$ cat config.mk
export PLATFORM = sky130hd
export DESIGN_NAME = chain_divider
export DESIGN_NICKNAME = d
export VERILOG_FILES = /design/src/rtl/div_pkg.sv /design/src/rtl/div_guard.sv /design/src/rtl/div_bit_step.sv /design/src/rtl/div_step_chain.sv /design/src/rtl/chain_divider.sv
export SDC_FILE = /design/constraint.sdc
export NUM_CORES = 1
export LEC_CHECK = 0
export ABC_AREA = 1
export BUFFER_PORTS_ARGS = -buffer_cell sky130_fd_sc_hd__buf_2
export CORE_MARGIN = 2
export CORE_UTILIZATION = 30
export DETAILED_ROUTE_END_ITERATION = 10
export GPL_TIMING_DRIVEN = 0
export PLACE_DENSITY_LB_ADDON = 0.15
export SLEW_MARGIN = 20
export SYNTH_ARGS = -nofsm -noshare
export SYNTH_HDL_FRONTEND = slang
export SYNTH_HIERARCHICAL = 1
export SYNTH_SLANG_ARGS = --single-unit
$ cat constraint.sdc
create_clock -name clk -period 3.5 [get_ports clk]
set_input_delay 0.7 -clock clk [delete_from_list [all_inputs] [get_ports clk]]
set_output_delay 0.7 -clock clk [all_outputs]
set_load 0.02 [all_outputs]
$ cat src/rtl/div_pkg.sv
package div_pkg;

    typedef enum logic {
        ST_IDLE = 1'b0,
        ST_RUN  = 1'b1
    } state_t;

    typedef struct packed {
        logic zero_div;
        logic too_big;
    } guard_t;

    function automatic int cnt_width(input int n);
        return (n > 1) ? $clog2(n) : 1;
    endfunction

endpackage

$ cat src/rtl/div_guard.sv
module div_guard #(
    parameter int W = 64
) (
    input  logic [W-1:0]   hi_i,
    input  logic [W-1:0]   div_i,
    output div_pkg::guard_t res_o
);
    // A high word at or above the divisor means the quotient needs more than W bits.
    // A zero divisor always satisfies that compare, so it reports overflow as well.
    always_comb begin
        res_o.zero_div = (div_i == '0);
        res_o.too_big  = (hi_i >= div_i);
    end
endmodule

$ cat src/rtl/div_bit_step.sv
module div_bit_step #(
    parameter int W = 64
) (
    input  logic [W-1:0] rem_i,
    input  logic         bit_i,
    input  logic [W-1:0] div_i,
    output logic [W-1:0] rem_o,
    output logic         q_o
);
    logic [W:0] partial;
    logic [W:0] diff;

    always_comb begin
        partial = {rem_i, bit_i};
        diff    = partial - {1'b0, div_i};
        q_o     = (partial >= {1'b0, div_i});
        rem_o   = q_o ? diff[W-1:0] : partial[W-1:0];
    end
endmodule

$ cat src/rtl/div_step_chain.sv
module div_step_chain #(
    parameter int W   = 64,
    parameter int SPC = 1
) (
    input  logic [W-1:0] rem_i,
    input  logic [W-1:0] quo_i,
    input  logic [W-1:0] div_i,
    output logic [W-1:0] rem_o,
    output logic [W-1:0] quo_o
);
    logic [W-1:0] rem_s [SPC+1];
    logic [W-1:0] quo_s [SPC+1];

    assign rem_s[0] = rem_i;
    assign quo_s[0] = quo_i;

    // Each stage pulls the top dividend bit out of the shift word
    // and pushes the new quotient bit in at the bottom.
    for (genvar i = 0; i < SPC; i++) begin : g_stage
        logic qb;
        div_bit_step #(.W(W)) u_bit (
            .rem_i (rem_s[i]),
            .bit_i (quo_s[i][W-1]),
            .div_i (div_i),
            .rem_o (rem_s[i+1]),
            .q_o   (qb)
        );
        assign quo_s[i+1] = {quo_s[i][W-2:0], qb};
    end

    assign rem_o = rem_s[SPC];
    assign quo_o = quo_s[SPC];
endmodule

$ cat src/rtl/chain_divider.sv
module chain_divider
    import div_pkg::*;
#(
    parameter int W   = 64,
    parameter int SPC = 1
) (
    input  logic         clk,
    input  logic         rst,
    input  logic         start_i,
    input  logic         chain_i,
    input  logic [W-1:0] hi_i,
    input  logic [W-1:0] lo_i,
    input  logic [W-1:0] divisor_i,
    output logic         busy_o,
    output logic         done_o,
    output logic [W-1:0] quot_o,
    output logic [W-1:0] rem_o,
    output logic         ovf_o,
    output logic         dz_o
);
    localparam int ITER = W / SPC;
    localparam int CW   = cnt_width(ITER);
    localparam logic [CW-1:0] LAST = CW'(ITER - 1);

    state_t       st;
    logic [CW-1:0] cnt;
    logic [W-1:0] prem, pquo, pdiv;
    logic [W-1:0] rem_n, quo_n;
    logic [W-1:0] hi_sel;
    guard_t       g;
    logic         accept, last;

    // The chain input loops the held remainder back as the high word.
    assign hi_sel = chain_i ? rem_o : hi_i;

    div_guard #(.W(W)) u_guard (
        .hi_i  (hi_sel),
        .div_i (divisor_i),
        .res_o (g)
    );

    div_step_chain #(.W(W), .SPC(SPC)) u_steps (
        .rem_i (prem),
        .quo_i (pquo),
        .div_i (pdiv),
        .rem_o (rem_n),
        .quo_o (quo_n)
    );

    assign accept = (st == ST_IDLE) && start_i;
    assign last   = (st == ST_RUN) && (cnt == LAST);
    assign busy_o = (st == ST_RUN);

    always_ff @(posedge clk) begin
        if (rst) begin
            st     <= ST_IDLE;
            cnt    <= '0;
            prem   <= '0;
            pquo   <= '0;
            pdiv   <= '0;
            done_o <= 1'b0;
            quot_o <= '0;
            rem_o  <= '0;
            ovf_o  <= 1'b0;
            dz_o   <= 1'b0;
        end else begin
            done_o <= 1'b0;
            if (accept) begin
                if (g.too_big) begin
                    // Overflow or zero divisor: settle at once.
                    done_o <= 1'b1;
                    quot_o <= '1;
                    rem_o  <= lo_i;
                    ovf_o  <= 1'b1;
                    dz_o   <= g.zero_div;
                end else begin
                    // High word is already below the divisor, so it is the
                    // starting partial remainder; only the low word is stepped.
                    st   <= ST_RUN;
                    cnt  <= '0;
                    prem <= hi_sel;
                    pquo <= lo_i;
                    pdiv <= divisor_i;
                end
            end else if (st == ST_RUN) begin
                prem <= rem_n;
                pquo <= quo_n;
                cnt  <= cnt + 1'b1;
                if (last) begin
                    st     <= ST_IDLE;
                    done_o <= 1'b1;
                    quot_o <= quo_n;
                    rem_o  <= rem_n;
                    ovf_o  <= 1'b0;
                    dz_o   <= 1'b0;
                end
            end
        end
    end

    AST_DONE_PULSE: assert property (@(posedge clk) disable iff (rst)
        done_o |=> !done_o);
    AST_OUT_HELD: assert property (@(posedge clk) disable iff (rst)
        !done_o |-> ($stable(quot_o) && $stable(rem_o) && $stable(ovf_o) && $stable(dz_o)));
    AST_OVF_ONES: assert property (@(posedge clk) disable iff (rst)
        (done_o && ovf_o) |-> (quot_o == '1));
    AST_DZ_FLAGS: assert property (@(posedge clk) disable iff (rst)
        (done_o && dz_o) |-> ovf_o);
    AST_REM_BOUND: assert property (@(posedge clk) disable iff (rst)
        (done_o && !ovf_o) |-> (rem_o < pdiv));
    AST_START_IGNORED: assert property (@(posedge clk) disable iff (rst)
        (busy_o && !last) |=> (busy_o && $stable(pdiv)));
    AST_BUSY_DONE: assert property (@(posedge clk) disable iff (rst)
        !(busy_o && done_o));
endmodule

Word level (Yosys, flattened, before mapping)
Index checks and enable logic that the tools add are counted. Widths: inputs -> output; s select.

Reductions and logical operators: 8. Bitwise logic cells: 2. Add/subtract/negate cells: 2. Mux-type cells: 33. Magnitude comparators: 2. Equality and inequality tests: 3.

Operators with widths (count): $mux 64 (16); $ge 65x64->1 (1); $ge 64x64->1 (1); $logic_not 64->1 (1); $sub 64x64->64 (1); $mux 6 (3); $mux 1 (14); $add 6x1->6 const B (1); $eq 6x6->1 const B (1); $ne 2x2->1 const B (2); $reduce_and 2->1 (2); $reduce_bool 2->1 (2); $reduce_and 3->1 (1); $logic_and 1x1->1 (2); $not 1->1 (2).

Register bits after elaboration: 330. Bits of input ports: 196.

Depth between registers and ports, before layout
Depth in word-level cells: 5. Depth in mapped cells: 27. Gate-level depth less buffers: 23.

Hierarchy
Netlist, hierarchy kept.

By module, submodules not included: chain_divider (seq. area each 6606.3 um^2, area an instance 14781.7 um^2, cells each 2200, instances 1); div_bit_step (seq. area each 0.0 um^2, area an instance 7235.7 um^2, cells each 1576, instances 1); div_guard (seq. area each 0.0 um^2, area an instance 1863.0 um^2, cells each 310, instances 1); div_step_chain (seq. area each 0.0 um^2, area an instance 480.5 um^2, cells each 64, instances 1).

Least setup slack after synthesis
No wires, ideal clock.

Path kind: input-to-reg. Start: input port chain_i. End: register prem[0]. Setup time: 0.117 ns. Arrival time: 3.036 ns. Path slack: 0.347 ns. Cell stages on the path: 22. Buffers on the path: 5. Cells stage by stage: buf_2 buf_1 a21oi_1 ha_1 nand2_1 nor2_1 nor3b_2 nand2_1 inv_1 nand2_1 nand2_1 nor2_1 nand2_1 inv_2 nand2_1 nand2_1 buf_4 buf_6 buf_4 nand2_1 a21oi_1 nor2_1.

RTL lines: from (decl) (RTL line chain_divider.sv:10) `input logic chain_i,`; to (signal assigned) (RTL line chain_divider.sv:81) `prem <= hi_sel;`; to (signal assigned) (RTL line chain_divider.sv:86) `prem <= rem_n;`; to (decl) (RTL line chain_divider.sv:27) `logic [W-1:0] prem, pquo, pdiv;`.

==> metrics <==
Flop pwr share 0.222; syn_nets 4476; core area 0.0804 mm^2; total gr overflow 0; Area growth syn-to-layout 20.1%; hold-critical path depth 3; RSZ-0062 raised after global routing true; CTS max path bufs 3; Die Ht 289 um; CP Launch Type input pin; CTS Root Cell clkbuf_16; CP max-delay cell ha_1; Psw 10300 uW; PnR worst setup slack -0.00783 ns; R2R Path End prem[25]; P_leak 0.0155 uW; H-tree Lvls 2; max_cap viols 0; Max Slew Vio Count 0; dpl ws -2.23 ns; most frequent cells in the layout nand2_1, inv_1, nor2_1; post-route ant nets 0; maximum VDD drop 343 uV; Initial Utilization 0.303; post-synthesis cell count 4150; Sink Count 330; pin count of the biggest net entering global routing 13; initial antenna violation count 6; Cell Rows 104; synth unique cells 43; Comb pwr share 0.557; final worst-path cycle share 1.00; vias in the first global route 25594; flops & latches, synth 330; latest clock arrival within the worst-skew pair 0.58 ns; layout cell share with drive strength beyond 1 0.158; status finished with violations; WS Path Type in2reg; Crit path largest cell delay 0.30 ns; Yosys Warn Count 6; Slew @ Worst Pin 1.19 ns; drt wl/cell 20.2 um; I/O Buffers 325; Pwr Density 711 mW/mm^2; Via density 4.84; Via Count 27201; Critical Path Stages 22; Filler Cells Inserted 9181; Avg Synthesized Cell Area 5.87 um^2; Finished Cell Area 0.0293 mm^2; drt total wl 114000 um; first-pass GRT wire length 163000 um; RR Startpoint pdiv[50]; worst-path cell chain buf_8, buf_8, nor2_1, a21oi_4, ha_1, a21oi_1, o21ai_0, nand2_1, nand3_2, nor2_1, nand2_2, nand2_2, nand2_2, inv_2, nand2_1, nand2_4, buf_12, buf_16, buf_6, nand2_1, a21oi_1, nor2_1; failing checks setup timing; Ports 328; Mapped Area 0.0244 mm^2; DP Area 0.0273 mm^2; Slew HR 0.202; Sw Share 0.496; Die W 289 um; Top delay family on crit path simple AND/OR/NAND/NOR gates; final hold vios 0; Num CTS Buffers 41; Worst EP arrival 3.96 ns; Internal 10500 uW; DRC viols 0; final setup TNS -0.00783 ns; NumNets Final 4849; clock group share of total power 0.221; Critical Path Fanout Max 10; Total Die Area 0.0835 mm^2; Seq/Total Area, Yosys 0.271; Worst-path clk slew 0.06 ns; CP Capture Type register; GP Congestion 0.956; Critical Path Sink prem[34]; worst path required time 3.96 ns; first-pass detailed-route iteration total 6; final worst path period need 3.51 ns; Reg2Reg Depth 20; DRT iter0 DRCs 2082; Final setup viols 1; hold crit path type in2reg; reg2reg setup slack 0.10 ns; CTS tree yes; Worst setup startpoint chain_i; Max Clk Rate 285 MHz; Max Clock Skew 0.0178 ns; Fin Hold WS 0.411 ns; commonest non-fill, non-tap cell in the layout nand2_1; GRT Total Usage 0.262; crit path buf inv count 6; post-detail-place hpwl 94500 um
worst min-delay path by stage:
| stage | slack [ns] | endpoint | start |
|---|---|---|---|
| 2_1_floorplan | 0.43 | pquo[63] | pquo[63] |
| 3_3_place_gp | 0.44 | pquo[52] | pquo[52] |
| 3_5_place_dp | 0.45 | pquo[54] | pquo[54] |
| 4_1_cts | 0.39 | pdiv[15] | divisor_i[15] |
| 5_1_grt | 0.40 | pdiv[4] | divisor_i[4] |
| 6_report | 0.41 | pdiv[4] | divisor_i[4] |
through the flow:
step                      utilization  cells  total power, uW
after floorplan                     -   4150            12000
after global placement          0.340   5535            15800
after detailed placement        0.340   5535            15800
after CTS                       0.361   5612            20500
after global routing            0.364   5613            22200
final                           0.364   5616            20800
flip-flops by register name (all words and copies together) (netlist names):
signal  count
cnt         6
done_o      1
pdiv       64
prem       64
quot_o     64
ovf_o       1
rem_o      64
busy_o      1
dz_o        1
pquo       64
layout make-up:
cell class | instances | area, um^2 | share of cell area
clock buffers | 58 | 1170 | 0.0400
multi-input cells | 2970 | 14300 | 0.489
diodes | 3 | 7.51 | 0.000257
inverters | 588 | 2210 | 0.0754
flip-flops and latches | 330 | 6610 | 0.226
clock inverters | 15 | 236 | 0.00808
plain buffers | 261 | 1710 | 0.0585
well taps | 1060 | 1330 | 0.0453
repair buffers | 331 | 1690 | 0.0577
metal layers:
layer	global-route usage	vias up	routed length (um)	share of wire
li1	-	13656	-	-
met1	0.353	12540	49900	0.44
met2	0.430	842	51300	0.45
met3	0.0359	157	8270	0.073
met4	0.0896	6	4030	0.035
met5	0	-	46	0.00041
logic make-up after synthesis:
logic type | Yosys count | synth area share
AO/OA/AOI/OAI | 584 | 0.121
XOR/XNOR | 31 | 0.0111
adder cells (fa/ha/maj) | 130 | 0.0671
AND/OR/NAND/NOR | 2225 | 0.376
buffers and inverters | 850 | 0.154
flip-flops | 330 | 0.271
repair_timing:
item | in CTS | in global routing
hold buffers | 0 | 0
gates resized for setup | 80 | 70
gates cloned | 0 | 1
setup endpoints to repair | 330 | 234
hold endpoints to repair | 0 | 0
buffers inserted | 4 | 1
power groups by stage:
| stage | sequential, uW | clock, uW | combinational [uW] |
|---|---|---|---|
| after detailed placement | 4700 | 0 | 11100 |
| after floorplan | 4780 | 0 | 7180 |
| after CTS | 4620 | 4680 | 11200 |
| after global placement | 4690 | 0 | 11100 |
| final | 4620 | 4600 | 11600 |
| after global routing | 4670 | 4820 | 12700 |
Yosys cell counts, drive strengths merged:
| library cell | number | area [um^2] |
|---|---|---|
| dfxtp | 330 | 6610 |
| nand3b | 16 | 120 |
| fa | 1 | 20.0 |
| ha | 129 | 1610 |
| nor2 | 538 | 2120 |
| o21a | 1 | 7.51 |
| a21o | 3 | 22.5 |
| a21boi | 1 | 7.51 |
| a21oi | 363 | 1830 |
| o211ai | 1 | 7.51 |
| nor3 | 15 | 91.3 |
| and3 | 3 | 18.8 |
| clkinv | 1 | 3.75 |
| nor3b | 1 | 12.5 |
| o21bai | 2 | 15.0 |
| or2 | 1 | 6.26 |
| nand4 | 21 | 131 |
| o21ai | 213 | 1070 |
| nor4 | 11 | 68.8 |
| nand2 | 1269 | 4810 |
| clkbuf | 76 | 285 |
| inv | 587 | 2200 |
| xnor2 | 1 | 8.76 |
| xor2 | 30 | 263 |
| nand3 | 350 | 1770 |
| buf | 186 | 1250 |
tightest hold or removal path: cells and delay by family:
| kind | cells | cell delay (ns) |
|---|---|---|
| AO/OA/AOI/OAI | 1 | 0.06 |
| AND/OR/NAND/NOR | 1 | 0.07 |
| buffers and inverters | 1 | 0.11 |
No activity file was read; power rests on OpenSTA's default activity.
